`src/rtl/loop_agen_pkg.sv`:
```
// Shared definitions for the loop sequencer and the pixel pointer generator.
// Assumes: pointer selection is a single bit, with X memory at index 0.
package loop_agen_pkg;

    // Identifies which data-memory pointer a configure write targets
    typedef enum logic {
        PTR_X = 1'b0,
        PTR_Y = 1'b1
    } ptr_sel_e;

    localparam int NUM_PTRS = 2;

endpackage

```
`src/rtl/loop_seq.sv`:
```
// Hardware loop sequencer. It holds the pass count and the body bounds,
// and computes the next fetch address from the current one.
// Assumes: loops are not nested. A setup always replaces the running loop.
//          A count of zero arms a one-time skip of the body.
module loop_seq #(
    parameter int PC_W  = 16,
    parameter int CNT_W = 20
) (
    input  logic             clk,
    input  logic             rst_n,
    input  logic             setup_valid,
    input  logic [CNT_W-1:0] setup_count,
    input  logic [PC_W-1:0]  setup_start,
    input  logic [PC_W-1:0]  setup_end,
    input  logic             fetch_valid,
    input  logic [PC_W-1:0]  fetch_pc,
    output logic [PC_W-1:0]  next_pc,
    output logic             redirect,
    output logic             loop_active,
    output logic [CNT_W-1:0] iter_left
);

    localparam logic [CNT_W-1:0] CNT_ONE = CNT_W'(1);
    localparam logic [PC_W-1:0]  PC_ONE  = PC_W'(1);

    logic [CNT_W-1:0] cnt_q;
    logic [PC_W-1:0]  start_q;
    logic [PC_W-1:0]  end_q;
    logic             active_q;
    logic             skip_q;

    logic at_end;
    logic last_pass;
    logic skip_hit;

    // Decode the fetch against the loop bounds
    always_comb begin
        at_end    = fetch_valid && active_q && (fetch_pc == end_q);
        redirect  = at_end && (cnt_q > CNT_ONE);
        last_pass = at_end && (cnt_q == CNT_ONE);
        skip_hit  = fetch_valid && skip_q && (fetch_pc == start_q);
    end

    // Pick the next fetch address
    always_comb begin
        if (redirect) begin
            next_pc = start_q;
        end else if (skip_hit) begin
            next_pc = end_q + PC_ONE;
        end else begin
            next_pc = fetch_pc + PC_ONE;
        end
    end

    // Loop parameter and pass-count registers
    always_ff @(posedge clk) begin
        if (!rst_n) begin
            cnt_q    <= '0;
            start_q  <= '0;
            end_q    <= '0;
            active_q <= 1'b0;
            skip_q   <= 1'b0;
        end else if (setup_valid) begin
            cnt_q    <= setup_count;
            start_q  <= setup_start;
            end_q    <= setup_end;
            active_q <= (setup_count != '0);
            skip_q   <= (setup_count == '0);
        end else begin
            if (redirect) begin
                cnt_q <= cnt_q - CNT_ONE;
            end
            if (last_pass) begin
                cnt_q    <= '0;
                active_q <= 1'b0;
            end
            if (skip_hit) begin
                skip_q <= 1'b0;
            end
        end
    end

    assign loop_active = active_q;
    assign iter_left   = cnt_q;

endmodule

```
`src/rtl/pixel_ptr.sv`:
```
// One pixel pointer. It gives base + offset as the address of the current
// access, and the offset steps when the update flag is set.
// Assumes: the offset returns to zero once it reaches the frame length.
//          A length of zero keeps the pointer at its base.
module pixel_ptr #(
    parameter int ADDR_W = 20
) (
    input  logic              clk,
    input  logic              rst_n,
    input  logic              cfg_we,
    input  logic [ADDR_W-1:0] cfg_base,
    input  logic [ADDR_W-1:0] cfg_len,
    input  logic              upd,
    output logic [ADDR_W-1:0] addr
);

    logic [ADDR_W-1:0] base_q;
    logic [ADDR_W-1:0] len_q;
    logic [ADDR_W-1:0] off_q;
    logic [ADDR_W:0]   off_inc;
    logic              wrap;

    // Next offset, computed one bit wider so the compare cannot overflow
    always_comb begin
        off_inc = {1'b0, off_q} + (ADDR_W+1)'(1);
        wrap    = (off_inc >= {1'b0, len_q});
    end

    // Base, length and offset registers
    always_ff @(posedge clk) begin
        if (!rst_n) begin
            base_q <= '0;
            len_q  <= '0;
            off_q  <= '0;
        end else if (cfg_we) begin
            base_q <= cfg_base;
            len_q  <= cfg_len;
            off_q  <= '0;
        end else if (upd) begin
            off_q <= wrap ? '0 : off_inc[ADDR_W-1:0];
        end
    end

    assign addr = base_q + off_q;

endmodule

```
`src/rtl/pixel_loop_agen.sv`:
```
// Top level: the loop sequencer plus one pixel pointer for each data memory.
// Assumes: update flags come from the decoded data instruction in the same
//          cycle as the access that uses the current pointer address.
module pixel_loop_agen
    import loop_agen_pkg::*;
#(
    parameter int PC_W   = 16,
    parameter int CNT_W  = 20,
    parameter int ADDR_W = 20
) (
    input  logic              clk,
    input  logic              rst_n,
    input  logic              setup_valid,
    input  logic [CNT_W-1:0]  setup_count,
    input  logic [PC_W-1:0]   setup_start,
    input  logic [PC_W-1:0]   setup_end,
    input  logic              fetch_valid,
    input  logic [PC_W-1:0]   fetch_pc,
    output logic [PC_W-1:0]   next_pc,
    output logic              redirect,
    output logic              loop_active,
    output logic [CNT_W-1:0]  iter_left,
    input  logic              ptr_cfg_we,
    input  logic              ptr_cfg_sel,
    input  logic [ADDR_W-1:0] ptr_cfg_base,
    input  logic [ADDR_W-1:0] ptr_cfg_len,
    input  logic [1:0]        ptr_upd,
    output logic [ADDR_W-1:0] ptr_addr_x,
    output logic [ADDR_W-1:0] ptr_addr_y
);

    ptr_sel_e          sel;
    logic [ADDR_W-1:0] addr_arr [NUM_PTRS];

    // Turn the select pin into the pointer enum
    always_comb sel = ptr_sel_e'(ptr_cfg_sel);

    loop_seq #(
        .PC_W  (PC_W),
        .CNT_W (CNT_W)
    ) u_seq (
        .clk         (clk),
        .rst_n       (rst_n),
        .setup_valid (setup_valid),
        .setup_count (setup_count),
        .setup_start (setup_start),
        .setup_end   (setup_end),
        .fetch_valid (fetch_valid),
        .fetch_pc    (fetch_pc),
        .next_pc     (next_pc),
        .redirect    (redirect),
        .loop_active (loop_active),
        .iter_left   (iter_left)
    );

    for (genvar i = 0; i < NUM_PTRS; i++) begin : g_ptr
        pixel_ptr #(
            .ADDR_W (ADDR_W)
        ) u_ptr (
            .clk      (clk),
            .rst_n    (rst_n),
            .cfg_we   (ptr_cfg_we && (sel == ptr_sel_e'(i))),
            .cfg_base (ptr_cfg_base),
            .cfg_len  (ptr_cfg_len),
            .upd      (ptr_upd[i]),
            .addr     (addr_arr[i])
        );
    end

    assign ptr_addr_x = addr_arr[PTR_X];
    assign ptr_addr_y = addr_arr[PTR_Y];

endmodule

```
`config.mk`:
```
export PLATFORM = sky130hd
export DESIGN_NAME = pixel_loop_agen
export DESIGN_NICKNAME = d
export VERILOG_FILES = /design/src/rtl/loop_agen_pkg.sv /design/src/rtl/loop_seq.sv /design/src/rtl/pixel_ptr.sv /design/src/rtl/pixel_loop_agen.sv
export SDC_FILE = /design/constraint.sdc
export NUM_CORES = 1
export LEC_CHECK = 0
export BUFFER_PORTS_ARGS = -buffer_cell sky130_fd_sc_hd__buf_4
export CAP_MARGIN = 20
export CORE_UTILIZATION = 23
export CTS_BUF_LIST = sky130_fd_sc_hd__clkbuf_8
export DETAILED_ROUTE_END_ITERATION = 8
export HOLD_SLACK_MARGIN = 0.12
export PLACE_DENSITY = 0.46
export SYNTH_ARGS = -nofsm -noshare
export SYNTH_HDL_FRONTEND = slang
export SYNTH_SLANG_ARGS = --single-unit
```
`constraint.sdc`:
```
create_clock -name clk -period 5.2 [get_ports clk]
set_input_delay 1.04 -clock clk [delete_from_list [all_inputs] [get_ports clk]]
set_output_delay 1.04 -clock clk [all_outputs]
set_load 0.1 [all_outputs]
```
==> impl_metrics.py, run 1 <==
metrics = {
    "outcome": {
        "status": "finished clean",
    },
    "sta": {
        "fmax_mhz": 199,
        "finalHoldViolCount": 0,
        "fin_skew_ns": 0.0152,
        "holdWs_ns": 0.474,
        "relSlewSlack_pct": 39.5,
        "rsz0062_at_grt": "false",
        "maxSlewViolCount": 0,
        "tightest_slew_ns": 0.908,
        "setup_viol": 0,
        "setup_tns_ns": 0,
        "fin_crit_sh_pct": 96.7,
        "period_needed_ns": 5.03,
    },
    "detailed_routing": {
        "drt_pass1_iterations": 5,
        "drt_wl_total_mm": 39.9,
        "ant_nets": 0,
        "first_iter_violations": 604,
        "avgRoutedWirePerCell_um": 17.5,
        "drc_errors": 0,
        "num_vias": 10662,
        "viasPerCell": 4.68,
    },
    "critical_path": {
        "endpoint_kind": "output port",
        "reg2reg_to": "g_ptr[0].u_ptr.off_q[9]$_SDFFE_PP0P_",
        "startpoint_type": "input pin",
        "r2r_slack_ns": 0.97,
        "worstSetupPathType": "input pin to output port",
        "path_common_cell": "nand3_1",
        "cp_cell_sequence": "buf_4 -> xor2_1 -> nor4_2 -> nand4_1 -> nor2_4 -> mux2_2 -> ha_1 -> nand3_1 -> nor3_4 -> nand3_1 -> mux2i_1 -> o21ai_0 -> xnor2_1 -> o21ai_2 -> buf_6",
        "critPathSlowestCell": "nor3_4",
        "worstPathArrival_ns": 3.99,
        "max_stage_delay_ns": 0.31,
        "worstPathMaxFanout": 5,
        "startpoint": "fetch_pc[10]",
        "critPathRequiredTime_ns": 4.16,
        "rr_worst_depth": 14,
        "regToRegStartpoint": "g_ptr[0].u_ptr.off_q[0]$_SDFFE_PP0P_",
        "endpoint": "next_pc[12]",
    },
    "hold_path": {
        "hold_class": "flip-flop to flip-flop",
    },
    "yosys": {
        "yosysSeqAreaShare_pct": 29.9,
        "synth_top_cells_by_area": "dfxtp_1 30%, ha_1 8.9%, nand2_1 7.5%, xnor2_1 6.2%, a21boi_0 5.2%",
        "synth.net_count": 1634,
        "syn_area_mm2": 0.0117,
        "synth.distinct_cells": 67,
        "synth_warnings": 0,
        "synthMuxAreaShare_pct": 4.52,
        "synthFlopType": "dfxtp_1",
        "synth-xor-area-share_pct": 9.47,
        "synth_top_area_share_pct": 29.9,
        "synth_compound_gate_area_share_pct": 19.9,
        "synth-seq-cells": 174,
        "synthAdderAreaFrac_pct": 9.26,
        "synth_edf_count": 0,
        "syn_avg_cell_area_um2": 8.13,
        "synth_top_family_by_area": "simple AND/OR/NAND/NOR gates",
        "synth_area_leader_cell": "dfxtp_1",
        "synthCells": 1433,
        "yosys.area_share.simple_pct": 21.9,
        "async_flop_share_pct": 0,
    },
    "cells_and_area": {
        "final_core_util_pct": 28.5,
        "drive_gt1_share_pct": 18.8,
        "final_nets": 1790,
        "syn2layout_area_growth_pct": 22.4,
        "fin_cells": 2277,
    },
    "die": {
        "rows": 82,
        "die-area_mm2": 0.0516,
        "die-width_um": 227,
        "initial_core_util_pct": 23.3,
        "core_area_mm2": 0.0501,
        "die_y_um": 227,
        "io_pins": 194,
    },
    "clocking": {
        "cts_root_buffer": "clkbuf_8",
        "clk_pin_slew_ns": 0.12,
        "clock_sinks": 174,
        "clkLatencyLatePin_ns": 0.56,
        "htree_num_levels": 4,
        "cts_tree": "yes",
        "cts.path.max_buffers": 2,
        "cts_buffers": 17,
    },
    "place": {
        "io_buffers": 193,
        "post-place-cells": 2241,
        "dp_hpwl_mm": 31.0,
        "routabilityCongestion": 0.842,
    },
    "global_routing": {
        "grt_use_total_pct": 15.6,
        "antenna_found_initial": 12,
        "grt_pass1_wl_mm": 60.5,
        "overflow": 0,
        "grt_pass1_vias": 10276,
        "grt_max_degree": 91,
    },
    "power": {
        "leakage_nw": 5.91,
        "total_power_mw": 3.36,
        "powerDensity_mw_per_mm2": 236,
        "vdd_drop_max_uv": 154,
    },
    "flow_run": {
        "cap_violations": 0,
    },
}
## final cells by class
cell class | instances | area [µm²]
inverter | 70 | 263
fill | 5490 | 35800
sequential | 174 | 3480
antenna | 3 | 7.51
clock inverter | 14 | 161
clock buffer | 18 | 248
tap | 672 | 841
timing repair buffer | 211 | 1590
multi-input combinational | 1115 | 7660
## where the power goes
group | internal, mW | switching, mW
logic | 0.284 | 0.582
clock network | 0.416 | 0.622
registers | 1.39 | 0.0680
total | 2.09 | 1.27
## metrics by stage
step / setup WS, ns / area (µm²)
after floorplan: -0.310 / 11700
after global placement: 0.0270 / 13800
after detailed placement: -0.0151 / 13800
after CTS: 0.0354 / 14200
after global routing: 0.00950 / 14200
final: 0.174 / 14300
## synth_stat cells, types with 6 or more instances
master and instances:
and4_1 8, o21a_1 14, nand4_1 21, a21o_1 17, a21oi_1 58, o21ai_0 49
o211a_1 6, ha_1 83, and2_1 9, or2_2 7, and3_1 17, inv_1 70
a211oi_1 6, a21boi_0 80, nor2b_1 41, nor2_1 80, a32o_1 15, a31oi_1 25
o211ai_2 6, dfxtp_1 174, or3_1 7, nand2_1 234, a22oi_1 11, mux2i_1 47
nand3_1 37, xnor2_1 82, nor3b_2 8, nor3_1 15, xor2_1 44, clkbuf_1 60
nor4_1 11, buf_2 9, a31o_2 6
## per-layer routing
| layer | up-vias | routed length (µm) | global-route usage (%) |
|---|---|---|---|
| li1 | 5328 | - | - |
| met1 | 5042 | 18500 | 20.3 |
| met2 | 225 | 18200 | 24.6 |
| met3 | 49 | 2470 | 5.10 |
| met4 | 18 | 554 | 4.46 |
| met5 | - | 114 | 0 |
## registers in the layout (all words and copies together), names as in the netlist
signal / count
g_ptr.u_ptr.len_q: 40
u_seq.start_q: 16
g_ptr.u_ptr.base_q: 40
u_seq.iter_left: 20
u_seq.loop_active: 1
u_seq.end_q: 16
g_ptr.u_ptr.off_q: 40
u_seq.skip_q: 1
## worst max-delay path: cells and delay by family
family                     cells  cell delay, ns
and+or+nand+nor                6            1.34
muxes                          2            0.42
buffers and inverters          2            0.38
AOI/OAI and AO/OA              2            0.31
xor gates and xnor gates       2            0.31
adders and majority gates      1            0.16
## cell usage in the layout (no fill, tap or decap), types with 6 or more instances in the layout
| cell type | synthesis | final |
|---|---|---|
| a211oi_1 | 6 | 6 |
| a21boi_0 | 80 | 80 |
| a21o_1 | 17 | 17 |
| a21oi_1 | 58 | 58 |
| a22oi_1 | 11 | 11 |
| a31o_2 | 6 | 6 |
| a31oi_1 | 25 | 25 |
| a32o_1 | 15 | 15 |
| and2_1 | 9 | 9 |
| and3_1 | 17 | 17 |
| and4_1 | 8 | 8 |
| buf_4 | 0 | 209 |
| clkbuf_8 | 0 | 18 |
| dfxtp_1 | 174 | 174 |
| ha_1 | 83 | 83 |
| inv_1 | 70 | 70 |
| mux2i_1 | 47 | 47 |
| nand2_1 | 234 | 234 |
| nand3_1 | 37 | 37 |
| nand4_1 | 21 | 21 |
| nor2_1 | 80 | 80 |
| nor2b_1 | 41 | 39 |
| nor3_1 | 15 | 14 |
| nor3b_2 | 8 | 8 |
| nor4_1 | 11 | 9 |
| o211a_1 | 6 | 6 |
| o211ai_2 | 6 | 6 |
| o21a_1 | 14 | 14 |
| o21ai_0 | 49 | 37 |
| o21ai_1 | 0 | 6 |
| or2_2 | 7 | 7 |
| or3_1 | 7 | 7 |
| xnor2_1 | 82 | 82 |
| xor2_1 | 44 | 44 |
## worst min-delay path by stage
stage / startpoint / to / slack (ns) / cells after the start
after global routing: g_ptr[1].u_ptr.len_q[10]$_SDFFE_PN0P_ / g_ptr[1].u_ptr.len_q[10]$_SDFFE_PN0P_ / 0.50 / 2
after CTS: g_ptr[1].u_ptr.len_q[15]$_SDFFE_PN0P_ / g_ptr[1].u_ptr.len_q[15]$_SDFFE_PN0P_ / 0.48 / 2
after global placement: g_ptr[0].u_ptr.len_q[9]$_SDFFE_PN0P_ / g_ptr[0].u_ptr.len_q[9]$_SDFFE_PN0P_ / 0.45 / 2
after floorplan: g_ptr[0].u_ptr.len_q[10]$_SDFFE_PN0P_ / g_ptr[0].u_ptr.len_q[10]$_SDFFE_PN0P_ / 0.44 / 2
after detailed placement: g_ptr[1].u_ptr.len_q[15]$_SDFFE_PN0P_ / g_ptr[1].u_ptr.len_q[15]$_SDFFE_PN0P_ / 0.46 / 2
final: g_ptr[1].u_ptr.len_q[15]$_SDFFE_PN0P_ / g_ptr[1].u_ptr.len_q[15]$_SDFFE_PN0P_ / 0.47 / 2
## what timing repair did
item                                    4_1_cts  5_1_grt
pin swaps                                     0        1
resized for setup                             1        5
setup buffers                                 0        1
endpoints found under the setup margin        1        3
hold buffers                                  0        0
## kinds of logic (layout without fill, tap and decap cells)
family / after synthesis / after routing
xor gates and xnor gates: 126 / 126
adders and majority gates: 85 / 85
DFF: 174 / 174
and+or+nand+nor: 522 / 522
muxes: 52 / 52
AOI/OAI and AO/OA: 330 / 330
buffers and inverters: 144 / 313
other: 0 / 3
(Power assumes the default switching activity.)
==> run 2: changes to the inputs <==
==> constraint.sdc (replaced) <==
create_clock -name clk -period 5.2 [get_ports clk]
set_input_delay 1.04 -clock clk [delete_from_list [all_inputs] [get_ports clk]]
set_output_delay 1.04 -clock clk [all_outputs]
set_load 0.05 [all_outputs]
==> run 2 against run 1 <==
  * Sequential share of layout area hardly changed
  * Largest power group unchanged
  * Sequential cell count stayed put
  * Largest cell class unchanged
  * Via count is 0.18% higher
==> impl_metrics.py, run 2 (synthesis gave the netlist of run 1 again) <==
metrics = {
    "outcome": {
        "status": "finished clean",
    },
    "cells_and_area": {
        "reg.largest.list": "g_ptr.u_ptr.base_q x40, g_ptr.u_ptr.len_q x40, g_ptr.u_ptr.off_q x40",
        "stdcell_area_mm2": 0.0143,
        "final_nets": 1789,
        "syn2layout_area_growth_pct": 22.3,
        "final_core_util_pct": 28.5,
        "drive_gt1_share_pct": 18.5,
        "mostFrequentLayoutCell": "nand2_1",
        "final_cell_mix": "234 x nand2_1, 208 x buf_4, 174 x dfxtp_1",
    },
    "critical_path": {
        "critPathTopFamily": "simple AND/OR/NAND/NOR gates",
        "worstPathArrival_ns": 3.98,
        "endpoint_kind": "output port",
        "regToRegStartpoint": "g_ptr[0].u_ptr.off_q[0]$_SDFFE_PP0P_",
        "startpoint_type": "input pin",
        "worstPathMaxFanout": 5,
        "startpoint": "fetch_pc[10]",
        "r2r_slack_ns": 1.02,
        "critPathRequiredTime_ns": 4.16,
        "critPathSlowestCell": "nor4_2",
        "max_stage_delay_ns": 0.32,
        "cp_cell_sequence": "buf_4 -> xor2_1 -> nor4_2 -> nand4_1 -> nor2_4 -> mux2_2 -> ha_1 -> nand3_2 -> nor3_4 -> nand3_1 -> mux2i_2 -> o21ai_0 -> xnor2_1 -> o21ai_1 -> buf_6",
        "crit_buf_inv": 2,
        "worstSetupPathType": "input pin to output port",
        "rr_worst_depth": 14,
        "reg2reg_to": "g_ptr[0].u_ptr.off_q[5]$_SDFFE_PP0P_",
    },
    "die": {
        "rows": 82,
        "io_pins": 194,
        "die_y_um": 227,
        "die-width_um": 227,
        "die-area_mm2": 0.0516,
        "core_area_mm2": 0.0501,
        "initial_core_util_pct": 23.3,
    },
    "power": {
        "powerDensity_mw_per_mm2": 229,
        "leakage_nw": 5.91,
        "vdd_drop_max_uv": 135,
    },
    "place": {
        "io_buffers": 193,
        "placed_cell_area_mm2": 0.0138,
        "routabilityCongestion": 0.858,
        "dp_hpwl_mm": 31.1,
    },
    "sta": {
        "setup_tns_ns": 0,
        "tightest_slew_ns": 0.906,
        "fmax_mhz": 199,
        "period_needed_ns": 5.02,
        "fin_skew_ns": 0.0154,
        "maxSlewViolCount": 0,
        "relSlewSlack_pct": 39.6,
        "finalHoldViolCount": 0,
        "setup_viol": 0,
        "fin_crit_sh_pct": 96.5,
    },
    "clocking": {
        "htree_num_levels": 4,
        "cts_tree": "yes",
        "clock_sinks": 174,
        "clkLatencyLatePin_ns": 0.54,
        "postCtsSetupBuffers": 0,
        "cts_root_buffer": "clkbuf_8",
        "cts_buffers": 17,
        "clk_pin_slew_ns": 0.11,
        "cts.path.max_buffers": 2,
    },
    "global_routing": {
        "grt_pass1_wl_mm": 59.9,
        "grt_use_total_pct": 15.5,
        "grt_max_degree": 90,
        "grt_pass1_vias": 10227,
        "overflow": 0,
        "antenna_found_initial": 12,
    },
    "detailed_routing": {
        "drt_pass1_iterations": 5,
        "first_iter_violations": 631,
        "ant_nets": 0,
        "avgRoutedWirePerCell_um": 17.4,
        "drc_errors": 0,
        "num_vias": 10681,
        "viasPerCell": 4.69,
        "drt_wl_total_mm": 39.6,
    },
    "hold_path": {
        "whs_path_depth": 2,
        "min_from": "g_ptr[1].u_ptr.len_q[3]$_SDFFE_PN0P_",
        "hold_class": "flip-flop to flip-flop",
        "holdPathEnd": "g_ptr[1].u_ptr.len_q[3]$_SDFFE_PN0P_",
    },
    "flow_run": {
        "cap_violations": 0,
    },
}
## run 2: final cells by class
| type | instances | area, µm² |
|---|---|---|
| antenna | 2 | 5.00 |
| clock buffer | 17 | 234 |
| clock inverter | 15 | 201 |
| fill | 5495 | 35800 |
| inverter | 70 | 263 |
| multi-input combinational | 1115 | 7640 |
| sequential | 174 | 3480 |
| tap | 672 | 841 |
| timing repair buffer | 210 | 1580 |
## run 2: report_power, final
group	switching (mW)	internal [mW]	total, mW	leakage (nW)
Combinational	0.444	0.283	0.727	4.27
Clock	0.595	0.492	1.09	0.220
Sequential	0.0678	1.39	1.46	1.42
## run 2: metrics by stage
| stage | setup WS (ns) | hold WS, ns | cells | power (mW) |
|---|---|---|---|---|
| final | 0.181 | 0.474 | 2275 | 3.27 |
| after global routing | -0.0307 | 0.497 | 2273 | 3.45 |
| after floorplan | -0.237 | 0.443 | 1433 | 1.94 |
| after CTS | 0.0374 | 0.476 | 2273 | 3.33 |
| after global placement | -0.00695 | 0.453 | 2240 | 2.21 |
| after detailed placement | -0.0507 | 0.460 | 2241 | 2.22 |
## run 2: worst max-delay path by stage
stage / cells after the start / end
after floorplan: 15 / next_pc[12]
after global placement: 15 / next_pc[12]
after detailed placement: 15 / next_pc[12]
after CTS: 15 / next_pc[12]
after global routing: 15 / next_pc[12]
final: 15 / next_pc[12]
## run 2: metal layers
metal  track usage (%)  vias to the layer above  wire length, µm
li1                  -                     5309                -
met1              20.0                     5124            18500
met2              24.4                      177            18200
met3              4.71                       51             2100
met4              4.89                       20              697
met5                 0                        -              121
## run 2: worst register-to-register path, stage by stage (launching register included)
cell	delay (ns)
dfxtp_1	0.48
ha_1	0.32
and3_1	0.35
nand2_1	0.16
nor2_1	0.25
and2_1	0.18
xor2_1	0.19
ha_1	0.28
a21oi_1	0.14
nor2b_1	0.06
or4b_2	0.72
a41oi_2	0.37
buf_4	0.32
nand3b_1	0.11
a31oi_1	0.18
## run 2: what timing repair did
action	4_1_cts	5_1_grt
hold buffers	0	0
gates resized for setup	1	9
pin swaps	0	2
setup endpoints to repair	1	3
cloned	0	0
==> run 3: changes to the inputs <==
ABC_AREA = 1   (was not set)
==> run 3 against run 2 <==
  * Sequential power hardly changed
  * Count of clock-buffer cells in the layout stayed put
  * First-iteration DRC count is 39% higher
  * Utilization is 0.49 points lower
  * Sequential share of layout area is 1.3 points lower
  * Clock skew hardly changed
==> impl_metrics.py, run 3 <==
metrics = {
    "power": {
        "power_frac_comb_pct": 25.4,
        "powerDensity_mw_per_mm2": 226,
        "p_clk_share_pct": 31.4,
        "p_sw_mw": 1.30,
        "swShare_pct": 38.2,
        "vdd_drop_max_uv": 128,
        "leakage_nw": 7.05,
        "internal_power_mw": 2.10,
        "seq_power_share_pct": 43.2,
    },
    "sta": {
        "maxSlewViolCount": 0,
        "setup_viol": 0,
        "fin_skew_ns": 0.0154,
        "fin_crit_sh_pct": 88.3,
        "relSlewSlack_pct": 34.0,
        "finalHoldViolCount": 0,
        "rsz0062_at_grt": "false",
        "fmax_mhz": 218,
        "period_needed_ns": 4.59,
        "tightest_slew_ns": 0.984,
        "setup_tns_ns": 0,
    },
    "cells_and_area": {
        "final_nets": 2277,
        "reg.largest.list": "g_ptr.u_ptr.base_q x40, g_ptr.u_ptr.len_q x40, g_ptr.u_ptr.off_q x40",
        "layout.area.seq_mm2": 0.00348,
        "final_cell_mix": "409 x nand2_1, 220 x nor2_1, 210 x buf_4",
        "diodes": 0,
        "drive_gt1_share_pct": 14.3,
        "mostFrequentLayoutCell": "nand2_1",
        "multi_input_area_mm2": 0.00781,
        "final_core_util_pct": 28.0,
        "syn2layout_area_growth_pct": 20.2,
        "fillers": 6051,
    },
    "die": {
        "rows": 85,
        "io_pins": 194,
        "die-area_mm2": 0.0553,
        "core_area_mm2": 0.0537,
        "initial_core_util_pct": 23.3,
        "die_y_um": 235,
        "die-width_um": 235,
    },
    "yosys": {
        "synthFlopType": "dfxtp_1",
        "synthCells": 1926,
        "synth_area_leader_cell": "dfxtp_1",
        "yosysMostFrequentCell": "nand2_1",
        "syn_area_mm2": 0.0125,
        "yosysSeqAreaShare_pct": 27.9,
        "synth_edf_count": 0,
        "synth.distinct_cells": 49,
        "synth_top_area_share_pct": 27.9,
        "synth_warnings": 0,
        "synth_common_cells": "409 x nand2_1, 220 x nor2_1, 210 x inv_1, 174 x dfxtp_1, 173 x a21oi_1",
        "synth_top_cells_by_area": "dfxtp_1 28%, nand2_1 12%, ha_1 8.3%, a21oi_1 6.9%, nor2_1 6.6%",
        "syn_avg_cell_area_um2": 6.49,
        "async_flop_share_pct": 0,
        "synth-seq-cells": 174,
        "synth.net_count": 2127,
    },
    "detailed_routing": {
        "drt_pass1_iterations": 7,
        "drt_wl_total_mm": 48.7,
        "num_vias": 13276,
        "first_iter_violations": 875,
        "drc_errors": 0,
        "viasPerCell": 4.77,
        "ant_nets": 0,
        "avgRoutedWirePerCell_um": 17.5,
    },
    "critical_path": {
        "worstPathMaxFanout": 15,
        "endpoint_kind": "output port",
        "worstSetupPathType": "input pin to output port",
        "worstPathArrival_ns": 3.55,
        "r2r_slack_ns": 1.00,
        "startpoint_type": "input pin",
        "critPathRequiredTime_ns": 4.16,
    },
    "outcome": {
        "status": "finished clean",
    },
    "global_routing": {
        "grt_max_degree": 82,
        "antenna_found_initial": 0,
        "overflow": 0,
        "grt_pass1_vias": 12661,
        "grt_use_total_pct": 17.6,
        "grt_pass1_wl_mm": 74.6,
    },
    "clocking": {
        "clock_sinks": 174,
        "cts_resized": 0,
        "cts_tree": "yes",
        "cts.path.max_buffers": 2,
        "clkLatencyLatePin_ns": 0.56,
        "hold_buffers": 0,
        "htree_num_levels": 4,
        "cts_buffers": 17,
        "cts_root_buffer": "clkbuf_8",
        "postCtsSetupBuffers": 0,
        "clk_pin_slew_ns": 0.11,
    },
    "place": {
        "routabilityCongestion": 0.937,
        "dp_hpwl_mm": 39.1,
        "io_buffers": 193,
    },
    "flow_run": {
        "cap_violations": 0,
    },
    "hold_path": {
        "hold_class": "flip-flop to flip-flop",
    },
}
## run 3: worst paths after layout
| check | from | end | depth (start not counted) |
|---|---|---|---|
| worst max-delay path | fetch_pc[10] | next_pc[8] | 17 |
| worst min-delay path | g_ptr[1].u_ptr.len_q[7]$_SDFFE_PN0P_ | g_ptr[1].u_ptr.len_q[7]$_SDFFE_PN0P_ | 2 |
| worst max register to register | g_ptr[0].u_ptr.off_q[0]$_SDFFE_PP0P_ | g_ptr[0].u_ptr.off_q[6]$_SDFFE_PP0P_ | 18 |
| worst min register to register | g_ptr[1].u_ptr.len_q[7]$_SDFFE_PN0P_ | g_ptr[1].u_ptr.len_q[7]$_SDFFE_PN0P_ | 2 |
## run 3: metal layers
metal,GRT usage (%),vias to the layer above,routed length (µm)
met1,23.6,6251,23200
met2,28.9,329,22500
li1,-,6669,-
met4,4.45,0,534
met3,3.11,27,2420
met5,0,-,0
## run 3: per-stage QoR
step	power (mW)	cell area (µm²)	hold WS (ns)	std cells	worst slack, ns
finish	3.40	15000	0.471	2785	0.608
detailed placement	2.36	14600	0.455	2753	0.625
global placement	2.36	14600	0.455	2753	0.692
floorplan	2.03	12500	0.435	1926	1.02
CTS	3.45	15000	0.473	2785	0.611
global route	3.57	15000	0.484	2785	0.389
## run 3: critical path: stages
cell and delay (ns):
buf_4 0.13, nand2_1 0.06, nand2_1 0.09, nor2_1 0.18, nand2_1 0.12, nor2_4 0.32
nand3_4 0.30, nand2_1 0.14, nand2_1 0.11, ha_1 0.24, nand2_1 0.13, nor2_2 0.09
nand2_2 0.10, xor2_1 0.15, nand2_1 0.07, nand2_1 0.08, buf_4 0.19
## run 3: cell type report
cell class                      count  area share (%)
Clock buffer                       17            1.56
Clock inverter                     15            1.27
Inverter                          230            5.75
Multi-Input combinational cell   1443            52.0
Sequential cell                   174            23.2
Tap cell                          696            5.80
Timing Repair Buffer              210            10.5
## run 3: power groups by stage
| stage | Sequential (mW) | Clock [mW] | Combinational [mW] |
|---|---|---|---|
| after floorplan | 1.52 | 0 | 0.519 |
| after global placement | 1.50 | 0 | 0.863 |
| after detailed placement | 1.50 | 0 | 0.864 |
| after CTS | 1.47 | 1.11 | 0.869 |
| after global routing | 1.48 | 1.15 | 0.947 |
| final | 1.47 | 1.07 | 0.864 |
## run 3: cell families (layout without fill, tap and decap cells)
| family | Yosys count | in the layout | share of synthesized area [%] |
|---|---|---|---|
| flops | 174 | 174 | 27.9 |
| compound gates | 360 | 360 | 15.0 |
| simple gates | 908 | 908 | 32.5 |
| fa+ha+maj | 85 | 85 | 8.63 |
| xor+xnor | 90 | 90 | 6.31 |
| buf+inv | 309 | 472 | 9.66 |
